--- config.mk ---
export PLATFORM = sky130hd
export DESIGN_NAME = dbg_proto_watch
export DESIGN_NICKNAME = d
export VERILOG_FILES = /design/src/rtl/dbg_proto_watch_pkg.sv /design/src/rtl/dbg_proto_watch_run.sv /design/src/rtl/dbg_proto_watch_match.sv /design/src/rtl/dbg_proto_watch.sv
export SDC_FILE = /design/constraint.sdc
export NUM_CORES = 1
export LEC_CHECK = 0
export BUFFER_PORTS_ARGS = -buffer_cell sky130_fd_sc_hd__clkbuf_2
export CORE_MARGIN = 2
export CORE_UTILIZATION = 50
export CTS_CLUSTER_SIZE = 20
export DETAILED_ROUTE_END_ITERATION = 16
export GPL_TIMING_DRIVEN = 0
export PLACE_DENSITY_LB_ADDON = 0.15
export SLEW_MARGIN = 40
export SYNTH_ARGS = -nofsm -noshare
export SYNTH_HDL_FRONTEND = slang
export SYNTH_SLANG_ARGS = --single-unit
--- constraint.sdc ---
create_clock -name clk -period 3.2 [get_ports clk]
set_input_delay 0.16 -clock clk [delete_from_list [all_inputs] [get_ports clk]]
set_output_delay 0.16 -clock clk [all_outputs]
set_load 0.01 [all_outputs]
--- src/rtl/dbg_proto_watch_pkg.sv ---
package dbg_proto_watch_pkg;

  // Window tracker state: waiting for a reset run, or collecting a window.
  typedef enum logic {
    WS_HUNT    = 1'b0,
    WS_COLLECT = 1'b1
  } watch_state_e;

  // Default selection word, first wire bit in bit 0.
  localparam logic [15:0] SEL_CODE_DEF = 16'hE79E;
  localparam int          RUN_LEN_DEF  = 50;
  localparam int          CNT_W_DEF    = 6;

endpackage

--- src/rtl/dbg_proto_watch_run.sv ---
module dbg_proto_watch_run #(
  parameter int RUN_LEN = 50,
  parameter int CNT_W   = 6
) (
  input  logic clk,
  input  logic rst,
  input  logic din,
  output logic run_met_o,
  output logic hit_o
);

  localparam logic [CNT_W-1:0] CNT_MAX = '1;
  localparam logic [CNT_W-1:0] CNT_HIT = CNT_W'(RUN_LEN);
  localparam logic [CNT_W-1:0] CNT_PRE = CNT_W'(RUN_LEN - 1);

  logic [CNT_W-1:0] cnt_q;

  always_ff @(posedge clk) begin
    if (rst) begin
      cnt_q <= '0;
      hit_o <= 1'b0;
    end else begin
      hit_o <= din && (cnt_q == CNT_PRE);
      if (!din) begin
        cnt_q <= '0;
      end else if (cnt_q != CNT_MAX) begin
        cnt_q <= cnt_q + 1'b1;
      end
    end
  end

  assign run_met_o = (cnt_q >= CNT_HIT);

endmodule

--- src/rtl/dbg_proto_watch_match.sv ---
module dbg_proto_watch_match
  import dbg_proto_watch_pkg::*;
#(
  parameter int               SEL_W    = 16,
  parameter logic [SEL_W-1:0] SEL_CODE = SEL_CODE_DEF
) (
  input  logic clk,
  input  logic rst,
  input  logic din,
  input  logic arm_i,
  output logic ok_o
);

  localparam int               IDX_W    = $clog2(SEL_W);
  localparam logic [IDX_W-1:0] LAST_IDX = IDX_W'(SEL_W - 1);

  watch_state_e     state_q;
  logic [SEL_W-1:0] shreg_q;
  logic [SEL_W-1:0] shreg_nx;
  logic [IDX_W-1:0] idx_q;
  logic             last_bit;

  // The newest bit enters at the top; the earliest ends up in bit 0.
  assign shreg_nx = {din, shreg_q[SEL_W-1:1]};
  assign last_bit = (state_q == WS_COLLECT) && (idx_q == LAST_IDX);
  assign ok_o     = last_bit && (shreg_nx == SEL_CODE);

  always_ff @(posedge clk) begin
    if (rst) begin
      state_q <= WS_HUNT;
      shreg_q <= '0;
      idx_q   <= '0;
    end else begin
      case (state_q)
        WS_HUNT: begin
          if (arm_i) begin
            state_q <= WS_COLLECT;
            shreg_q <= shreg_nx;
            idx_q   <= IDX_W'(1);
          end
        end
        WS_COLLECT: begin
          shreg_q <= shreg_nx;
          if (last_bit) begin
            state_q <= WS_HUNT;
            idx_q   <= '0;
          end else begin
            idx_q <= idx_q + 1'b1;
          end
        end
        default: state_q <= WS_HUNT;
      endcase
    end
  end

endmodule

--- src/rtl/dbg_proto_watch.sv ---
module dbg_proto_watch
  import dbg_proto_watch_pkg::*;
#(
  parameter int               RUN_LEN  = RUN_LEN_DEF,
  parameter int               CNT_W    = CNT_W_DEF,
  parameter int               SEL_W    = 16,
  parameter logic [SEL_W-1:0] SEL_CODE = SEL_CODE_DEF
) (
  input  logic clk,
  input  logic rst,
  input  logic dbg_line_i,
  output logic swd_sel_o,
  output logic line_rst_o
);

  logic run_met;
  logic sel_ok;
  logic arm;
  logic mode_q;

  dbg_proto_watch_run #(
    .RUN_LEN (RUN_LEN),
    .CNT_W   (CNT_W)
  ) u_run (
    .clk       (clk),
    .rst       (rst),
    .din       (dbg_line_i),
    .run_met_o (run_met),
    .hit_o     (line_rst_o)
  );

  // A zero that ends a long enough run is the first bit of a window.
  assign arm = run_met && !dbg_line_i;

  dbg_proto_watch_match #(
    .SEL_W    (SEL_W),
    .SEL_CODE (SEL_CODE)
  ) u_match (
    .clk   (clk),
    .rst   (rst),
    .din   (dbg_line_i),
    .arm_i (arm),
    .ok_o  (sel_ok)
  );

  always_ff @(posedge clk) begin
    if (rst) begin
      mode_q <= 1'b0;
    end else if (sel_ok) begin
      mode_q <= 1'b1;
    end
  end

  assign swd_sel_o = mode_q;

endmodule

* Yosys cells after proc, flatten, opt, wreduce, memory -nomap -nowiden
Cells that the tools add are included.
Storage, ports and cells: flip-flop bits (word level) 29, latch bits 0, memory bits (writable) 0, ROM bits 0, input bits 3, output and inout port bits 2, word-level logic and storage cells 30, memories kept 0
Operators by class: add/sub/neg operators 2, $mul 0, divide/modulo/power cells 0, order comparisons 1, eq/ne operators 5, shift-type cells 0, muxes and demuxes 8, bitwise gates (word level) 2, reductions and logical operators 6
Operators by type and width (count):
- $pmux W16 S2 | 1
- $eq A16 B16 Y1 const B | 1
- $mux W16 | 1
- $mux W4 | 2
- $pmux W4 S2 | 1
- $add A6 B1 Y6 const B | 1
- $eq A6 B6 Y1 const B | 1
- $ge A6 B6 Y1 const B | 1
- $ne A6 B6 Y1 const B | 1
- $add A4 B1 Y4 const B | 1
- $eq A4 B4 Y1 const B | 1
- $logic_and A1 B1 Y1 | 4
- $mux W1 | 2
- $ne A2 B2 Y1 const B | 1
- $not A1 Y1 | 2
- $pmux W1 S2 | 1
- $reduce_or A2 Y1 | 1
- $logic_not A1 Y1 | 1

* Logic depth before layout (Yosys ltp)
depth after elaboration 4, depth in mapped cells 6, mapped depth without buffers 5

* Hierarchy
A second synthesis with hierarchy kept.
Second synthesis, totals: cells, all modules 140, area, all modules 1223.7 um^2
By module, submodules not included:
- dbg_proto_watch_match | instances 1, cells an instance 96, area each 833.3 um^2, sequential area each 400.4 um^2
- dbg_proto_watch_run | instances 1, cells an instance 41, area each 354.1 um^2, sequential area each 140.1 um^2
- dbg_proto_watch | instances 1, cells an instance 3, area each 36.3 um^2, sequential area each 20.0 um^2

* Worst setup path after synthesis
No wires, ideal clock.
path type register to register, from register u_run.cnt_q[0], to register u_match.shreg_q[10], setup time 0.072 ns, arrival time 1.676 ns, data required time 3.128 ns, setup slack 1.452 ns, cell stages (with the launch flop) 7, path buffers 1, clock period less this slack 1.748 ns, path through dfxtp_1 inv_1 ha_1 or4_4 a21oi_4 buf_12 mux2i_1
Between the ends: word-level cells in the longest chain between the ends 3
RTL lines:
- from (decl) | RTL line dbg_proto_watch_run.sv:16 | logic [CNT_W-1:0] cnt_q;
- from (signal assigned) | RTL line dbg_proto_watch_run.sv:27 | cnt_q <= cnt_q + 1'b1;
- $ge A6 B6 Y1 | RTL line dbg_proto_watch_run.sv:32 | assign run_met_o = (cnt_q >= CNT_HIT);
- $logic_and A1 B1 Y1 | RTL line dbg_proto_watch.sv:33 | assign arm = run_met && !dbg_line_i;
- $ne A2 B2 Y1 (no source line)
- to (signal assigned) | RTL line dbg_proto_watch_match.sv:38 | shreg_q <= shreg_nx;
- to (signal assigned) | RTL line dbg_proto_watch_match.sv:43 | shreg_q <= shreg_nx;
- to (decl) | RTL line dbg_proto_watch_match.sv:18 | logic [SEL_W-1:0] shreg_q;
Every way passes these cells. A chain may end at the register's enable or synchronous reset.

* Worst setup path in the final report
from register u_run.cnt_q[0], to register u_match.shreg_q[9]
Same word-level chain as after synthesis.

==> metrics.cfg <==
[run_status]
outcome=finished clean

[setup_path]
startpoint_type=flop
arrival_ps=2220
r2r_start=u_run.cnt_q[0]
worstReg2RegEnd=u_match.shreg_q[9]
reg2reg_slack_ps=1250
critPathKind=reg -> reg
setup.worst_path.end_class=flop
crit_fanout=10
worstRegToRegCells=6
required_ps=3470

[global_route]
grt_max_degree=17
antenna_found_initial=0
grt.total_usage_pct=16.2
grt_pass1_wl_mm=3.51
grt_pass1_vias=839
grt-ovfl-total=0

[clock_tree]
ctsHoldBuffers=0
cts_root_buf=clkbuf_4
clock_latency_ps=330
tritoncts=yes
cts_max_level=1
clockBufferDepth=2
cts_sinks=28
clk_pin_slew_ps=150
post_cts_resized=0
cts_buffers=3
cts_setup_buffers=0

[synthesis]
syn_avg_cell_area_um2=10.0
async_reset_ff_share_pct=0
synth-edff-count=0
yosys_warnings=0
yosysSeqAreaShare_pct=43.3
ys.flop_type=dfxtp_1
syn_area_mm2=0.00129
syn-num-nets=136
synth.ff_latch_count=28
synth_cells=129
synth.distinct_cells=36

[final_layout]
fin_nets=145
fin_util_pct=57.2
final_layout_size_suffix_gt1_share_pct=11.7
stdcell_count=167
area_growth_pct=8.51
num_antenna_cells=0
fillers=216

[floorplan]
ios=5
die_w_um=54.9
start_util_pct=52.7
core_mm2=0.00245
die_area_mm2=0.00301
core.rowCount=18
die_y_um=54.9

[timing]
post-route-period-util_pct=60.8
fin_tns_setup_ps=0
slew_headroom_pct=67.2
slew_viol_final=0
final-setup-viol-count=0
hold_violations=0
worst_pin_slew_ps=487
rsz0062_at_grt=false
clock_skew_ps=9.41
period_minus_slack_ps=1950
hold_slack_ps=80.8
timing.fmax_mhz=514

[routing]
wirelength_mm=2.18
wl_per_cell_um=13.0
firstDrtPassIters=4
via_per_inst=5.60
drc=0
antenna_left=0
drt_iter0_markers=9
vias=935

[power_and_ir_drop]
p_seq_share_pct=58.7
comb_power_share_pct=3.0
p_leak_nw=0.563
switching_share_pct=19.1
p_sw_w=0.000115
p_per_area_mw_per_mm2=427
ir_drop_v=0.000347
p_int_w=0.000485
clkPwrFrac_pct=38.3

[placed_design]
place_inst=163
dpl.hpwl_mm=1.59
io_buffers=4
place.gp.congestion=0.784

[hold_path]
worstHoldEndpoint=u_match.shreg_q[15]
holdCritPathClass=in -> reg
whs_path_depth=3
min_from=dbg_line_i

[run]
maxCapViolations=0

## synth_stat cells, types with 2 or more instances
master | n | area, um2
nand4_1 | 3 | 18.8
dfxtp_1 | 28 | 561
a2111oi_0 | 2 | 17.5
nand2b_1 | 17 | 106
nor2_1 | 3 | 11.3
ha_1 | 4 | 50.1
clkbuf_1 | 3 | 11.3
a21oi_1 | 7 | 35.0
a211oi_1 | 3 | 22.5
inv_1 | 5 | 18.8
o21ai_0 | 5 | 25.0
mux2i_1 | 14 | 140
o211ai_1 | 2 | 15.0
nor3_1 | 3 | 15.0
nand3_1 | 2 | 10.0
buf_12 | 2 | 40.0
nand2_1 | 7 | 26.3
## worst max-delay path, stage by stage (launching register included)
cell and delay (ps):
dfxtp_1 450, inv_1 80, ha_1 210, or4_4 440, a21oi_4 340, buf_12 190
mux2i_1 190
## cell usage in the layout, fill, tap and decap left out, types with 2 or more instances in the layout
cell / count
dfxtp_1: 28
ha_1: 4
nand2b_1: 17
clkbuf_4: 3
inv_1: 5
nor2_1: 3
nor3_1: 3
nand2_1: 7
o211ai_1: 2
o21ai_0: 5
buf_12: 2
nand3_1: 2
nand4_1: 3
a211oi_1: 3
clkbuf_2: 4
mux2i_1: 14
a2111oi_0: 2
a21oi_1: 7
clkbuf_1: 3
## cell type report
cell class              instances  area, um2  area share (%)
clock inverters                 1       30.0            2.14
repair buffers                  4       20.0            1.43
clock buffers                   3       22.5            1.60
flip-flops and latches         28        561            39.9
well taps                      30       37.5            2.67
multi-input cells              89        647            46.1
inverters                       5       18.8            1.34
plain buffers                   7       67.6            4.81
## sequential cells by signal (all words and copies together) (netlist names)
register,cells
swd_sel_o,1
u_run.cnt_q,6
u_match.idx_q,4
u_match.shreg_q,15
u_match.state_q,1
u_run.hit_o,1
## power groups by stage
stage	clock, W	combinational (W)	sequential (W)
2_1_floorplan	0	0.0000131	0.000359
3_3_place_gp	0	0.0000176	0.000359
3_5_place_dp	0	0.0000179	0.000359
4_1_cts	0.000235	0.0000181	0.000352
5_1_grt	0.000251	0.0000196	0.000353
6_report	0.000230	0.0000180	0.000352
## per-stage QoR
stage	setup slack, ps	power, W	area [um2]
6_report	1250	0.000600	1400
3_5_place_dp	1280	0.000377	1350
4_1_cts	1230	0.000605	1400
3_3_place_gp	1330	0.000377	1350
2_1_floorplan	1450	0.000372	1290
5_1_grt	1100	0.000624	1400
## worst max-delay path by stage
stage | from | to | slack [ps] | cells after the start
CTS | u_run.cnt_q[0] | u_match.shreg_q[9] | 1230 | 6
floorplan | u_run.cnt_q[0] | u_match.shreg_q[10] | 1450 | 6
finish | u_run.cnt_q[0] | u_match.shreg_q[9] | 1250 | 6
global placement | u_run.cnt_q[0] | u_match.shreg_q[9] | 1330 | 6
detailed placement | u_run.cnt_q[0] | u_match.shreg_q[7] | 1280 | 6
global route | u_run.cnt_q[0] | u_match.shreg_q[13] | 1100 | 6
## logic make-up after synthesis
| kind of cell | after synthesis | synth area share, % |
|---|---|---|
| and+or+nand+nor | 44 | 20.7 |
| adders and majority gates | 4 | 3.87 |
| AOI/OAI and AO/OA | 25 | 13.2 |
| DFF | 28 | 43.3 |
| muxes | 14 | 10.8 |
| xor gates and xnor gates | 2 | 1.35 |
| buffers and inverters | 12 | 6.67 |
## routing by layer
layer	vias up	part of all wire (%)	track usage [%]
li1	480	-	-
met3	2	2.2	2.46
met2	7	47	26.4
met5	-	0	0
met1	446	50	21.5
met4	0	0.69	6.25
Power figures use the tool's default switching activity.
